[src/rtl/msr_pkg.sv]
// Package: shared constants for the multi-mode shift register.
// Assumes a three-bit mode code; unlisted codes are treated as hold.
package msr_pkg;
    localparam int MODE_W = 3;

    localparam logic [MODE_W-1:0] MODE_HOLD = 3'd0;
    localparam logic [MODE_W-1:0] MODE_SHR  = 3'd1;
    localparam logic [MODE_W-1:0] MODE_SHL  = 3'd2;
    localparam logic [MODE_W-1:0] MODE_LOAD = 3'd3;
    localparam logic [MODE_W-1:0] MODE_RING = 3'd4;
    localparam logic [MODE_W-1:0] MODE_JOHN = 3'd5;
endpackage

[src/rtl/msr_stage.sv]
// Module: one storage stage of the register, a D flip-flop with a
// synchronous active-low reset to zero. Assumes a single clock domain.
module msr_stage (
    input  logic clk,
    input  logic rst_n,
    input  logic d,
    output logic q
);
    // Capture the next value, or zero while reset is low.
    always_ff @(posedge clk) begin
        if (!rst_n) q <= 1'b0;
        else        q <= d;
    end
endmodule

[src/rtl/msr_pattern_check.sv]
// Module: classifies the stored word for the two counter modes.
// ring_ok is high for a one-hot word. john_ok is high when the word has
// at most one boundary between adjacent bits, which is exactly the set
// of 2*WIDTH words a Johnson counter passes through.
// Assumes WIDTH >= 2.
module msr_pattern_check #(
    parameter int WIDTH = 4
) (
    input  logic [WIDTH-1:0] q,
    output logic             ring_ok,
    output logic             john_ok
);
    localparam int EDGES = WIDTH - 1;

    logic [EDGES-1:0] boundary;

    // One boundary flag per adjacent pair of stages.
    for (genvar i = 0; i < EDGES; i++) begin : g_edge
        assign boundary[i] = q[i] ^ q[i+1];
    end

    // Count set bits and boundaries to decide sequence membership.
    always_comb begin
        ring_ok = $onehot(q);
        john_ok = ($countones(boundary) <= 1);
    end
endmodule

[src/rtl/msr_next_state.sv]
// Module: next-state and serial-output logic for the register.
// Clear wins over the mode. Right shifts move toward bit 0 and insert at
// bit WIDTH-1; left shifts move toward bit WIDTH-1 and insert at bit 0.
// Counter modes reseed when the current word is outside their sequence.
// Assumes WIDTH >= 2.
module msr_next_state
    import msr_pkg::*;
#(
    parameter int WIDTH = 4
) (
    input  logic [WIDTH-1:0]  q,
    input  logic [MODE_W-1:0] mode,
    input  logic              clear,
    input  logic              recirc,
    input  logic              ser_in_r,
    input  logic              ser_in_l,
    input  logic [WIDTH-1:0]  par_in,
    input  logic              ring_ok,
    input  logic              john_ok,
    output logic [WIDTH-1:0]  d,
    output logic              ser_out
);
    localparam int               MSB       = WIDTH - 1;
    localparam logic [WIDTH-1:0] RING_SEED = {1'b1, {(WIDTH-1){1'b0}}};

    logic fill_r;
    logic fill_l;

    // Choose the bit entering each end: external input or the bit leaving.
    always_comb begin
        fill_r = recirc ? q[0]   : ser_in_r;
        fill_l = recirc ? q[MSB] : ser_in_l;
    end

    // Serial output taps the stage that is leaving in the current direction.
    always_comb begin
        ser_out = (mode == MODE_SHL) ? q[MSB] : q[0];
    end

    // Select the next word from clear, then the mode.
    always_comb begin
        d = q;
        if (clear) begin
            d = (mode == MODE_RING) ? RING_SEED : '0;
        end else begin
            case (mode)
                MODE_SHR:  d = {fill_r, q[MSB:1]};
                MODE_SHL:  d = {q[MSB-1:0], fill_l};
                MODE_LOAD: d = par_in;
                MODE_RING: d = ring_ok ? {q[0], q[MSB:1]} : RING_SEED;
                MODE_JOHN: d = john_ok ? {~q[0], q[MSB:1]} : '0;
                default:   d = q;
            endcase
        end
    end
endmodule

[src/rtl/mode_shift_reg.sv]
// Module: multi-mode shift register counter (top).
// A chain of WIDTH D flip-flops on one clock, steered by a mode code:
// hold, right/left serial shift, parallel load, ring and Johnson count.
// Assumes synchronous active-low reset and WIDTH >= 2.
module mode_shift_reg
    import msr_pkg::*;
#(
    parameter int WIDTH = 4
) (
    input  logic                 clk,
    input  logic                 rst_n,
    input  logic [MODE_W-1:0]    mode,
    input  logic                 clear,
    input  logic                 recirc,
    input  logic                 ser_in_r,
    input  logic                 ser_in_l,
    input  logic [WIDTH-1:0]     par_in,
    output logic [WIDTH-1:0]     par_out,
    output logic                 ser_out
);
    logic [WIDTH-1:0] stage_q;
    logic [WIDTH-1:0] stage_d;
    logic             ring_ok;
    logic             john_ok;

    msr_pattern_check #(.WIDTH(WIDTH)) u_pattern (
        .q       (stage_q),
        .ring_ok (ring_ok),
        .john_ok (john_ok)
    );

    msr_next_state #(.WIDTH(WIDTH)) u_next (
        .q        (stage_q),
        .mode     (mode),
        .clear    (clear),
        .recirc   (recirc),
        .ser_in_r (ser_in_r),
        .ser_in_l (ser_in_l),
        .par_in   (par_in),
        .ring_ok  (ring_ok),
        .john_ok  (john_ok),
        .d        (stage_d),
        .ser_out  (ser_out)
    );

    // One flip-flop per bit position.
    for (genvar i = 0; i < WIDTH; i++) begin : g_stage
        msr_stage u_stage (
            .clk   (clk),
            .rst_n (rst_n),
            .d     (stage_d[i]),
            .q     (stage_q[i])
        );
    end

    assign par_out = stage_q;
endmodule

[config.mk]
export PLATFORM = sky130hd
export DESIGN_NAME = mode_shift_reg
export DESIGN_NICKNAME = d
export VERILOG_FILES = /design/src/rtl/msr_pkg.sv /design/src/rtl/msr_stage.sv /design/src/rtl/msr_pattern_check.sv /design/src/rtl/msr_next_state.sv /design/src/rtl/mode_shift_reg.sv
export SDC_FILE = /design/constraint.sdc
export NUM_CORES = 1
export LEC_CHECK = 0
export ABC_AREA = 1
export BUFFER_PORTS_ARGS = -buffer_cell sky130_fd_sc_hd__buf_2
export CAP_MARGIN = 20
export CORE_UTILIZATION = 30
export DETAILED_ROUTE_END_ITERATION = 8
export HOLD_SLACK_MARGIN = 0.02
export PLACE_DENSITY_LB_ADDON = 0.1
export SYNTH_ARGS = -nofsm -noshare
export SYNTH_HDL_FRONTEND = slang
export SYNTH_SLANG_ARGS = --single-unit
[constraint.sdc]
create_clock -name clk -period 2.84 [get_ports clk]
set_input_delay 0.142 -clock clk [delete_from_list [all_inputs] [get_ports clk]]
set_output_delay 0.142 -clock clk [all_outputs]
set_load 0.01 [all_outputs]
==> metrics list <==
- Result of the run: completed
* Maximum fanout count along the critical path: 6
* Biggest area consumer among synthesized cells: sky130_fd_sc_hd__nand2_1
- Top cells by area in the synthesized netlist: sky130_fd_sc_hd__nand2_1, sky130_fd_sc_hd__dfxtp_1, sky130_fd_sc_hd__ha_1
- For this design the static power due to leakage is approximately 0.34 nW.
* Core ar.: ~1500 sq um
- Headroom to the max-slew limit came out at 0.821.
- Last weighted congestion value of the routability-driven placer: between 0.7 and 0.8
* Post-layout minimum cycle time: between 2000 and 2500 ps
- The later pin in the worst-skew pair is clocked with a latency of between 200 and 250 ps.
* Proportion of power drawn by the clock network: 0.367
- Across the run, the number of max-cap violations was 0.
* Detailed Route Iter0 Violations: 13
* Actual slew at the worst max-slew pin: 268 ps
- Global Route Usage Sum: 0.144
* Worst clock skew on the final layout: between 4 and 5 ps
- Detailed placement ended at an HPWL of approximately 950 um.
* Leading registers by flop count: g_stage.u_stage.q x4
* Capturing element type of the critical path: flip-flop
- In this run the mean area of a mapped cell was just over 6 sq um.
- Number of instances resized during post-cts repair: 0
- Summing every instance area after synthesis gives roughly 490 sq um.
- P_sw: 0.0595 mW
- The number of nets in the synthesized netlist is roughly 100.
- Main flop type after synthesis: sky130_fd_sc_hd__dfxtp_1
- TritonCTS built the clock tree.
- Clock sink total: 4
- Of the available clock period, the critical path in the final layout requires 0.740.
- Setup repair after global routing left no endpoint under its margin.
- 18 I/O pins were placed.
- Effective utilization at floorplan: 0.324
- Number of buffers added on ports: 17
- Yosys instantiated no cell more often than sky130_fd_sc_hd__nand2_1.
* Number of nets at the end of the flow: between 100 and 150
- Summed over all layers, the global routing overflow is 0.
- Cell area after placement: around 580 sq um
- Number of hold-slack violations in the final timing report: 0
- The worst-case IR drop observed on VDD is approximately 0.17 mV.
- Number of flip-flops in the largest register: 4
* Worst hold slack across all endpoints: between 150 and 200 ps
* Count of distinct cell types in the synthesized netlist: 18
* CTS max path bufs: 2
- Flip-flop and latch count after synthesis: 4
- The first global-routing pass estimated about 2000 um of wire.
- Sequential element share of the synthesized area: 0.162
- Post-synth ARST share: 0
* Post-CTS Repair Setup Buffers: 0
- Total via count after detailed routing: 515
- Of the post-synthesis cell area, the dominant cell type holds 0.213.
- The finished cells cover roughly 600 sq um.
- Worst reg2reg setup slack: between 700 and 800 ps
* Full die area: ~1800 sq um
- The floorplan has 14 rows.
* EDFF count, synth: 0
- For this block, the routed nets add up to roughly 1100 um of wire.
* Number of cells produced by synthesis: slightly above 80
* Flop pwr share: 0.328
- Number of levels in the clock H-tree: 1
* Clock root buffer master: sky130_fd_sc_hd__clkbuf_4
- The Yosys step of the flow raised 0 warnings.
- Number of global-route vias before repair: 481
- Die Width: between 40 and 50 um
- Final setup fails: 0
- Routed WL per cell: 9.71 um
* Worst EP required: about 3000 ps
* Leading cell types by count after synthesis: sky130_fd_sc_hd__nand2_1, sky130_fd_sc_hd__a21oi_1, sky130_fd_sc_hd__nor2_1, sky130_fd_sc_hd__inv_1
- Layout cells sized above 1: 0.296
- Inserted Clock Buffers: 3
- Max-slew violations: 0
- Hold_buf cts: 0
- Most flops, register: g_stage.u_stage.q
- Total power for the finished layout comes to approximately 0.19 mW.
- Achievable clock frequency: 476 MHz
* Critical Path AT: roughly 2300 ps
* Pin count of the biggest net entering global routing: 7
- In the final timing run, aggregate negative setup slack is 0 ps.
- The initial antenna violation count was 0.
* Router iterations before antenna repair: 4
- Clk slew on worst S/H paths: approximately 40 ps
* Layout overhead on the synthesized area: 21.3%
* Internal: 0.130 mW
* Net Sw Frac: 0.314
- Nature of the critical path startpoint: flip-flop
* Ratio of routed vias to standard cells: about 4.5
- Detail Route Antenna Nets: 0
* Crit Path Category: reg2reg
- Number of inserted diodes: 0
- Dividing total power by cell area gives a power density of 316 nW/um^2.
* Die H: around 43 um
- Remaining routing DRC violations: 0
* Path class of the lowest-slack min-delay path: in2reg
- Of the total power, combinational logic draws 0.305.
cell usage in the layout, fill, tap and decap left out:
cell type,instances
sky130_fd_sc_hd__dfxtp_1,4
sky130_fd_sc_hd__o21ai_0,2
sky130_fd_sc_hd__nand2_1,28
sky130_fd_sc_hd__a22oi_1,2
sky130_fd_sc_hd__inv_2,3
sky130_fd_sc_hd__nand2_2,1
sky130_fd_sc_hd__fa_1,1
sky130_fd_sc_hd__ha_1,4
sky130_fd_sc_hd__clkbuf_4,3
sky130_fd_sc_hd__o21ai_1,1
sky130_fd_sc_hd__buf_2,17
sky130_fd_sc_hd__nand3_1,4
sky130_fd_sc_hd__nor2_1,7
sky130_fd_sc_hd__nor3_4,1
sky130_fd_sc_hd__a21oi_1,9
sky130_fd_sc_hd__nor2_2,2
sky130_fd_sc_hd__inv_1,6
sky130_fd_sc_hd__buf_4,1
sky130_fd_sc_hd__nand3_2,1
sky130_fd_sc_hd__xor2_1,1
final timing paths:
| check | depth (start not counted) | end | start |
|---|---|---|---|
| worst max-delay path | 12 | g_stage[0].u_stage.q | g_stage[1].u_stage.q |
| worst min-delay path | 3 | g_stage[3].u_stage.q | rst_n |
| worst max register to register | 12 | g_stage[0].u_stage.q | g_stage[1].u_stage.q |
| worst min register to register | 2 | g_stage[1].u_stage.q | g_stage[1].u_stage.q |
critical path: stages, from the launching register on:
cell and delay [ps]:
sky130_fd_sc_hd__dfxtp_1 420, sky130_fd_sc_hd__ha_1 290, sky130_fd_sc_hd__ha_1 220, sky130_fd_sc_hd__fa_1 420, sky130_fd_sc_hd__inv_1 60, sky130_fd_sc_hd__nand2_1 40, sky130_fd_sc_hd__nor2_1 120, sky130_fd_sc_hd__nand2_1 80
sky130_fd_sc_hd__nand3_2 100, sky130_fd_sc_hd__nand2_1 60, sky130_fd_sc_hd__nand2_1 60, sky130_fd_sc_hd__nand2_1 40, sky130_fd_sc_hd__a21oi_1 110
cell type report:
cell class                 instances  area [sq um]
fill                             180           925
multi-input combinational         64           350
timing repair buffer              18          92.6
sequential                         4          80.1
inverter                           9          33.8
clock buffer                       3          22.5
tap                               16          20.0
logic make-up after synthesis:
kind of cell,Yosys count,share of synthesized area
compound gates,14,0.152
xor+xnor,1,0.0177
fa+ha+maj,5,0.142
buf+inv,13,0.129
flops,4,0.162
simple gates,44,0.397
per-stage QoR:
step / util / std cells / setup slack, ps
final: 0.393 / 114 / 739
after global routing: 0.393 / 114 / 577
after CTS: 0.393 / 114 / 698
after detailed placement: 0.378 / 111 / 717
after global placement: 0.378 / 111 / 743
after floorplan: - / 81 / 898
metal layers:
metal  global-route usage  vias to the layer above  share of wire
li1                     -                      291              -
met1                0.209                      210           0.51
met2                0.200                       14           0.45
met3               0.0517                        0          0.044
met4               0.0375                        0              0
met5                    0                        -              0
power by group through the flow:
stage,clock network [mW],registers (mW),logic (mW)
after CTS,0.0728,0.0622,0.0588
after detailed placement,0,0.0630,0.0586
final,0.0695,0.0621,0.0579
after floorplan,0,0.0622,0.0401
after global placement,0,0.0630,0.0586
after global routing,0.0789,0.0625,0.0674
Note: power is estimated with default switching activity, not from simulation.
